### config.mk
export PLATFORM = sky130hd
export DESIGN_NAME = gpio_bank_irq
export DESIGN_NICKNAME = d
export VERILOG_FILES = /design/src/rtl/gpio_bank_pkg.sv /design/src/rtl/gpio_sync.sv /design/src/rtl/gpio_regs.sv /design/src/rtl/gpio_irq_detect.sv /design/src/rtl/gpio_bank_irq.sv
export SDC_FILE = /design/constraint.sdc
export NUM_CORES = 1
export LEC_CHECK = 0
export ABC_AREA = 1
export CAP_MARGIN = 20
export CORE_MARGIN = 4
export CORE_UTILIZATION = 40
export DETAILED_ROUTE_END_ITERATION = 10
export PLACE_DENSITY_LB_ADDON = 0.3
export SYNTH_ARGS = -nofsm -noshare
export SYNTH_HDL_FRONTEND = slang
export SYNTH_SLANG_ARGS = --single-unit
### constraint.sdc
create_clock -name clk -period 1.25 [get_ports clk]
set_input_delay 0.25 -clock clk [delete_from_list [all_inputs] [get_ports clk]]
set_output_delay 0.25 -clock clk [all_outputs]
set_load 0.05 [all_outputs]
### src/rtl/gpio_bank_pkg.sv
package gpio_bank_pkg;

    localparam int REG_AW = 6;

    localparam logic [REG_AW-1:0] OFS_VALUE   = 6'h00;
    localparam logic [REG_AW-1:0] OFS_DIR     = 6'h04;
    localparam logic [REG_AW-1:0] OFS_LATCH   = 6'h08;
    localparam logic [REG_AW-1:0] OFS_IEN     = 6'h10;
    localparam logic [REG_AW-1:0] OFS_LVL     = 6'h14;
    localparam logic [REG_AW-1:0] OFS_POL     = 6'h18;
    localparam logic [REG_AW-1:0] OFS_ANY     = 6'h1C;
    localparam logic [REG_AW-1:0] OFS_ISTAT   = 6'h20;

    typedef enum logic [2:0] {
        TRIG_FALL,
        TRIG_RISE,
        TRIG_BOTH,
        TRIG_LOW,
        TRIG_HIGH
    } trig_mode_e;

    typedef struct packed {
        logic lvl;
        logic pol;
        logic any;
    } trig_cfg_t;

    function automatic trig_mode_e decode_trig(trig_cfg_t c);
        if (c.lvl)      return c.pol ? TRIG_HIGH : TRIG_LOW;
        else if (c.any) return TRIG_BOTH;
        else            return c.pol ? TRIG_RISE : TRIG_FALL;
    endfunction

    function automatic logic trig_hit(trig_mode_e m, logic cur, logic prev);
        case (m)
            TRIG_RISE: return cur & ~prev;
            TRIG_FALL: return ~cur & prev;
            TRIG_BOTH: return cur ^ prev;
            TRIG_HIGH: return cur;
            TRIG_LOW:  return ~cur;
            default:   return 1'b0;
        endcase
    endfunction

endpackage

### src/rtl/gpio_sync.sv
module gpio_sync #(
    parameter int WIDTH  = 32,
    parameter int STAGES = 2
) (
    input  logic             clk,
    input  logic             rst,
    input  logic [WIDTH-1:0] din,
    output logic [WIDTH-1:0] dout
);
    logic [WIDTH-1:0] stage_q [STAGES];

    always_ff @(posedge clk) begin
        if (rst) stage_q[0] <= '0;
        else     stage_q[0] <= din;
    end

    for (genvar s = 1; s < STAGES; s++) begin : g_stage
        always_ff @(posedge clk) begin
            if (rst) stage_q[s] <= '0;
            else     stage_q[s] <= stage_q[s-1];
        end
    end

    assign dout = stage_q[STAGES-1];
endmodule

### src/rtl/gpio_regs.sv
module gpio_regs
    import gpio_bank_pkg::*;
#(
    parameter int NPINS = 32
) (
    input  logic              clk,
    input  logic              rst,
    input  logic              wr_en,
    input  logic [REG_AW-1:0] addr,
    input  logic [NPINS-1:0]  wdata,
    output logic [NPINS-1:0]  latch_q,
    output logic [NPINS-1:0]  dir_q,
    output logic [NPINS-1:0]  ien_q,
    output logic [NPINS-1:0]  lvl_q,
    output logic [NPINS-1:0]  pol_q,
    output logic [NPINS-1:0]  any_q
);
    always_ff @(posedge clk) begin
        if (rst) begin
            latch_q <= '0;
            dir_q   <= '0;
            ien_q   <= '0;
            lvl_q   <= '0;
            pol_q   <= '0;
            any_q   <= '0;
        end else if (wr_en) begin
            case (addr)
                OFS_VALUE: latch_q <= wdata;
                OFS_DIR:   dir_q   <= wdata;
                OFS_IEN:   ien_q   <= wdata;
                OFS_LVL:   lvl_q   <= wdata;
                OFS_POL:   pol_q   <= wdata;
                OFS_ANY:   any_q   <= wdata;
                default:   ;
            endcase
        end
    end
endmodule

### src/rtl/gpio_irq_detect.sv
module gpio_irq_detect
    import gpio_bank_pkg::*;
#(
    parameter int NPINS = 32
) (
    input  logic             clk,
    input  logic             rst,
    input  logic [NPINS-1:0] pin_sync,
    input  logic [NPINS-1:0] lvl,
    input  logic [NPINS-1:0] pol,
    input  logic [NPINS-1:0] any,
    input  logic [NPINS-1:0] clr_mask,
    output logic [NPINS-1:0] status_q
);
    logic [NPINS-1:0] prev_q;
    logic [NPINS-1:0] hit;

    for (genvar p = 0; p < NPINS; p++) begin : g_pin
        trig_cfg_t  cfg;
        trig_mode_e mode;
        always_comb begin
            cfg    = '{lvl: lvl[p], pol: pol[p], any: any[p]};
            mode   = decode_trig(cfg);
            hit[p] = trig_hit(mode, pin_sync[p], prev_q[p]);
        end
    end

    always_ff @(posedge clk) begin
        if (rst) begin
            prev_q   <= '0;
            status_q <= '0;
        end else begin
            prev_q   <= pin_sync;
            status_q <= (status_q & ~clr_mask) | hit;
        end
    end
endmodule

### src/rtl/gpio_bank_irq.sv
module gpio_bank_irq
    import gpio_bank_pkg::*;
#(
    parameter int NPINS       = 32,
    parameter int SYNC_STAGES = 2
) (
    input  logic              clk,
    input  logic              rst,
    input  logic              wr_en,
    input  logic [REG_AW-1:0] addr,
    input  logic [NPINS-1:0]  wdata,
    output logic [NPINS-1:0]  rdata,
    input  logic [NPINS-1:0]  pad_in,
    output logic [NPINS-1:0]  pad_oe,
    output logic [NPINS-1:0]  pad_out,
    output logic              irq
);
    logic [NPINS-1:0] pin_sync;
    logic [NPINS-1:0] latch_q, dir_q, ien_q, lvl_q, pol_q, any_q;
    logic [NPINS-1:0] status_q;
    logic [NPINS-1:0] clr_mask;

    gpio_sync #(.WIDTH(NPINS), .STAGES(SYNC_STAGES)) u_sync (
        .clk  (clk),
        .rst  (rst),
        .din  (pad_in),
        .dout (pin_sync)
    );

    gpio_regs #(.NPINS(NPINS)) u_regs (
        .clk     (clk),
        .rst     (rst),
        .wr_en   (wr_en),
        .addr    (addr),
        .wdata   (wdata),
        .latch_q (latch_q),
        .dir_q   (dir_q),
        .ien_q   (ien_q),
        .lvl_q   (lvl_q),
        .pol_q   (pol_q),
        .any_q   (any_q)
    );

    assign clr_mask = (wr_en && addr == OFS_ISTAT) ? wdata : '0;

    gpio_irq_detect #(.NPINS(NPINS)) u_det (
        .clk      (clk),
        .rst      (rst),
        .pin_sync (pin_sync),
        .lvl      (lvl_q),
        .pol      (pol_q),
        .any      (any_q),
        .clr_mask (clr_mask),
        .status_q (status_q)
    );

    always_comb begin
        case (addr)
            OFS_VALUE: rdata = pin_sync;
            OFS_DIR:   rdata = dir_q;
            OFS_LATCH: rdata = latch_q;
            OFS_IEN:   rdata = ien_q;
            OFS_LVL:   rdata = lvl_q;
            OFS_POL:   rdata = pol_q;
            OFS_ANY:   rdata = any_q;
            OFS_ISTAT: rdata = status_q;
            default:   rdata = '0;
        endcase
    end

    assign pad_oe  = dir_q;
    assign pad_out = latch_q;
    assign irq     = |(status_q & ien_q);
endmodule

After elaboration in Yosys (flattened, before gate mapping)
Memories as Yosys holds them, arrays and structs flattened.
Cells that the tools add are included.
Word-level totals
  register bits: 256
  latch bits: 0
  bits in writable memories: 64
  bits in read-only memories: 0
  input port bits: 73
  output and inout port bits: 97
  word-level logic and storage cells: 518
  memories: 1
Operators by class
  add/subtract/negate cells: 0
  multiply operators: 0
  divide/modulo/power cells: 0
  order comparisons: 0
  equality and inequality tests: 135
  shifts and indexed selects: 0
  muxes and demuxes: 167
  bitwise gates (word level): 166
  reductions and logical operators: 41
Memories
  u_sync.stage_q: depth 2, width 32, read ports 2, clocked after memory_dff 0, wr ports 2, line gpio_sync.sv:10  | logic [WIDTH-1:0] stage_q [STAGES];
Operators by type and width (count)
  2-to-1 mux 3 bit: 96
  one-hot mux 32 bit (8 select lines): 1
  equality test 3 x 2 -> 1 bit, second input constant: 64
  one-hot mux 1 bit (5 select lines): 32
  equality test 3 x 1 -> 1 bit, second input constant: 32
  equality test 3 bit, second input constant: 32
  zero test 3 bit: 32
  2-to-1 mux 32 bit: 3
  AND 1 bit: 64
  AND 32 bit: 2
  NOT 1 bit: 64
  2-to-1 mux 1 bit: 35
  NOT 32 bit: 1
  OR 32 bit: 1
  OR reduction 32 bit: 1
  bitwise XOR 1 bit: 32
  equality test 6 x 5 -> 1 bit, second input constant: 4
  AND reduction 2 bit: 6
  equality test 6 x 3 -> 1 bit, second input constant: 1
  equality test 6 x 4 -> 1 bit, second input constant: 1
  equality test 6 bit, second input constant: 1
  zero test 6 bit: 1
  OR 1 bit: 2
  logical AND 1 bit: 1

Depth between registers and ports, before layout
  depth in word-level cells: 6
  depth in mapped cells: 9
  gate-level depth less buffers: 8

By module
A second synthesis with hierarchy kept.
Unflattened totals
  cells, all modules: 2669
  area, all modules: 17336.6 um^2
By module, submodules not included
  gpio_regs: instances 1, cells each 1101, area each 7702.4 um^2, sequential area each 3843.7 um^2
  gpio_irq_detect: instances 1, cells each 679, area each 4640.7 um^2, sequential area each 1281.2 um^2
  gpio_bank_irq: instances 1, cells each 690, area each 3153.0 um^2, sequential area each 0.0 um^2
  gpio_sync: instances 1, cells each 199, area each 1840.5 um^2, sequential area each 1281.2 um^2

Worst setup path after synthesis
No wires, ideal clock.
  path kind: input to output
  from: input addr[2]
  to: output rdata[0]
  arrival: 1.376 ns
  data required time: 1.000 ns
  path slack: -0.376 ns
  cell stages on the path: 8
  buffers on the path: 1
  cell sequence: nor2_1 nand2_4 nor2_4 buf_2 nand2_1 o21ai_0 nor2_1 nand2_1
Between the ends
  word-level cells in the longest chain between the ends: 2
  elaborated cells between the ends (all ways): 9
  classes of those cells: 7 x eq/ne; 1 x mux; 1 x reduce/logical
RTL lines
  start, declared: line gpio_bank_irq.sv:10  | input logic [REG_AW-1:0] addr,
  equality test 6 bit, or another cell as far along: line gpio_bank_irq.sv:58  | case (addr)
  one-hot mux 32 bit (8 select lines) (*): line gpio_bank_irq.sv:58
  end, declared: line gpio_bank_irq.sv:12  | output logic [NPINS-1:0] rdata,
Every way passes the cells marked *; elsewhere a longest branch is shown, timed or not.

Worst setup path in the final report
  from: register u_det.status_q[5]
  to: output irq
Between the ends
  word-level cells in the longest chain between the ends: 2
RTL lines
  start, declared: line gpio_irq_detect.sv:13  | output logic [NPINS-1:0] status_q
  start signal, assigned: line gpio_irq_detect.sv:34  | status_q <= (status_q & ~clr_mask) | hit;
  AND 32 bit: line gpio_bank_irq.sv:73  | assign irq = |(status_q & ien_q);
  OR reduction 32 bit: line gpio_bank_irq.sv:73
  end, declared: line gpio_bank_irq.sv:16  | output logic irq
No other way between the ends.

==> flow_summary.json <==
{
  "status": "finished, violations left",
  "violations": "setup timing",
  "max_stage_delay_ns": 0.33,
  "maxSlewHeadroom": 0.686,
  "cts_sinks": 320,
  "path_cells": "nand2_2, nand4_1, or2_4, nor2_4, nand2_4, buf_8",
  "cp-end-kind": "primary output",
  "synth_area_leaders": "dfxtp_1, nor2_1, nand2_1, o21ai_0, inv_1",
  "synthesis.nets": 2426,
  "ant_nets": 0,
  "fin_crit_ns": 1.92,
  "regToRegStartpoint": "u_sync.stage_q[1][0]$_SDFF_PP0_",
  "vias": 15997,
  "cp.required_ns": 1.00,
  "hold_violations": 0,
  "dp.cells": 3032,
  "path_clk_slew_ns": 0.06,
  "clk_path_buf_depth": 3,
  "grt_max_degree": 81,
  "dieArea_um2": 41100,
  "critPathMaxFanout": 2,
  "tns_ns": -39.34,
  "hp-start": "pad_in[4]",
  "core-area_um2": 37600,
  "io_pins": 170,
  "setup_ws_ns": -0.666,
  "start_kind": "register",
  "yosysTopAreaCellShare": 0.422,
  "synth_edf_count": 0,
  "dp_worst_setup_slack_ns": -0.944,
  "cts_tree": "done",
  "die_w_um": 203,
  "yosysMostFrequentCell": "nor2_1",
  "synth_top_family_by_area": "simple AND/OR/NAND/NOR gates",
  "ys_ff_latch": 320,
  "critPathBufInv": 1,
  "drv_slew": 0,
  "cts_buffers": 36,
  "drt_first_pass_iters": 5,
  "worst_ep_arrival_time_ns": 1.67,
  "worst_slew_pin_slew_ns": 0.471,
  "hp-class": "in2reg",
  "path_delay_family": "simple AND/OR/NAND/NOR gates",
  "root_buffer": "clkbuf_16",
  "async_flop_share": 0,
  "floorplan.initialDensity": 0.404,
  "num_rows": 71,
  "hold_end": "u_sync.stage_q[0][4]$_SDFF_PP0_",
  "wl_per_cell_um": 17.2,
  "crit_path_top_delay_cell": "dfxtp_2",
  "syn_avg_cell_area_um2": 6.63,
  "critical_path_class": "reg2out",
  "port_buffers": 169,
  "grt_pass1_wl_um": 80700,
  "grt_pass1_vias": 15239,
  "drc": 0,
  "synthAdderAreaFrac": 0.0528,
  "synth_compound_area_frac": 0.104,
  "yosys_warnings": 0,
  "clock_latency_ns": 0.52,
  "rsz0062_at_grt": "yes",
  "holdBufCountCts": 0,
  "h-tree-depth": 2,
  "synthFlopType": "dfxtp_1",
  "cp.depth": 6,
  "vdd_drop_max_v": 0.000757,
  "syn_area_um2": 15200,
  "drive_gt1_frac": 0.303,
  "post_synth_xor_area_fraction": 0.0133,
  "grt_antenna_before_repair": 0,
  "period_share": 1.53,
  "routed_via_density": 5.05,
  "finalClockSkew_ns": 0.0149,
  "rrSetupSlack_ns": 0.02,
  "syn_inst": 2289,
  "drt_iter0_drc": 1298,
  "yosys.cell_types.count": 25,
  "hold_path_depth": 3,
  "reg2reg_depth": 8,
  "die_h_um": 203,
  "wirelength_um": 54300,
  "syn_to_final_growth_pct": 54.6,
  "yosys.area_share.simple": 0.315,
  "synth.area.mux_share": 0,
  "p_leak_nw": 10.2,
  "setup_violations": 223,
  "max-cap-violations": 0,
  "final_nets": 2768,
  "dp_hpwl_um": 31800,
  "grt_overflow": 0,
  "yosysTopAreaCell": "dfxtp_1",
  "r2r_end": "u_det.status_q[0]$_SDFF_PP0_",
  "layout.cells.non_filler": 3168,
  "fmax_mhz": 522,
  "synthTopCellsByCount": "nor2_1, nand2_1, dfxtp_1",
  "place.gp.congestion": 0.868,
  "grtUsageTotal": 0.243,
  "seq_area_frac_synth": 0.422,
  "p_per_area_nw_per_um2": 970,
  "insertedDiodeCount": 0
}
-- sequential cells by signal, summed over array words and instances (netlist names) --
name and flops:
u_regs.any_q 32, u_regs.dir_q 32, u_regs.pol_q 32, u_det.status_q 32, u_regs.lvl_q 32, u_det.prev_q 32
u_regs.latch_q 32, u_sync.stage_q 64, u_regs.ien_q 32
-- layout make-up --
type,instances,area (um2)
timing repair buffer,406,5630
sequential,320,6620
fill,3166,14100
clock buffer,58,1070
inverter,236,930
clock inverter,6,65.1
multi-input combinational,1631,8500
tap,511,639
-- report_power, final --
group / internal [W] / total [W] / switching (W)
combinational: 0.000846 / 0.00191 / 0.00106
sequential: 0.0104 / 0.0105 / 0.000156
clock: 0.00610 / 0.0103 / 0.00421
total: 0.0173 / 0.0227 / 0.00543
-- layer usage --
metal | up-vias | global-route usage | wire [um]
met3 | 151 | 0.0441 | 4670
met4 | 0 | 0.0815 | 2130
met1 | 7456 | 0.324 | 22700
met2 | 667 | 0.399 | 24900
met5 | - | 0 | 0
li1 | 7723 | - | -
-- cell families (layout without fill, tap and decap cells) --
kind of cell / after synthesis / count (layout)
simple gates: 1230 / 1230
xor+xnor: 23 / 23
flops: 320 / 320
buf+inv: 338 / 706
fa+ha+maj: 64 / 64
compound gates: 314 / 314
-- repair_timing --
item | 4_1_cts | 5_1_grt
gates resized for setup | 375 | 317
setup endpoints to repair | 315 | 202
setup buffers | 24 | 47
cloned | 16 | 8
pin swaps | 126 | 125
-- metrics by stage --
step	util	instance area, um2	hold slack, ns	total power [W]
after floorplan	-	15300	0.357	0.0115
after global placement	0.523	19700	0.390	0.0123
after detailed placement	0.523	19700	0.396	0.0124
after CTS	0.593	22300	0.237	0.0227
after global routing	0.624	23500	0.247	0.0235
final	0.624	23500	0.248	0.0227
-- worst min-delay path: cells and delay by family --
| family | cells | cell delay [ns] |
|---|---|---|
| buffers and inverters | 2 | 0.45 |
| AND/OR/NAND/NOR | 1 | 0.03 |
-- worst max-delay path by stage --
stage / startpoint / to / slack (ns)
after floorplan: addr[1] / rdata[0] / -0.23
after detailed placement: addr[1] / rdata[11] / -0.94
final: u_det.status_q[5]$_SDFF_PP0_ / irq / -0.67
after CTS: u_det.status_q[5]$_SDFF_PP0_ / irq / -0.67
after global placement: addr[1] / rdata[20] / -0.90
after global routing: u_regs.ien_q[4]$_SDFFE_PP0P_ / irq / -0.71
-- placed cells by master, fill, tap and decap left out, types with 3 or more instances in the layout --
| cell | synthesis | layout |
|---|---|---|
| ha_4 | 0 | 13 |
| ha_1 | 64 | 51 |
| nand2_4 | 1 | 33 |
| nand3_1 | 44 | 41 |
| dfxtp_1 | 320 | 219 |
| clkbuf_16 | 0 | 43 |
| a21oi_1 | 34 | 19 |
| nand3_2 | 0 | 3 |
| inv_6 | 0 | 3 |
| nand2_8 | 0 | 3 |
| clkbuf_8 | 0 | 7 |
| xor2_1 | 23 | 23 |
| o21ai_2 | 0 | 50 |
| buf_12 | 0 | 144 |
| inv_4 | 0 | 10 |
| inv_1 | 228 | 212 |
| nand4_1 | 4 | 4 |
| dfxtp_4 | 0 | 35 |
| o21ai_0 | 259 | 146 |
| clkinv_2 | 1 | 3 |
| buf_16 | 0 | 12 |
| buf_4 | 6 | 113 |
| nor2_2 | 1 | 53 |
| dfxtp_2 | 0 | 66 |
| o21ai_1 | 21 | 84 |
| clkbuf_1 | 58 | 14 |
| nand2_2 | 8 | 95 |
| buf_8 | 0 | 6 |
| nor2_4 | 7 | 18 |
| inv_2 | 7 | 11 |
| nand2_1 | 544 | 422 |
| buf_2 | 24 | 4 |
| clkdlybuf4s50_1 | 0 | 64 |
| buf_6 | 12 | 56 |
| nor2_1 | 616 | 553 |
| a21oi_2 | 0 | 15 |
No activity file was read; power rests on OpenSTA's default activity.
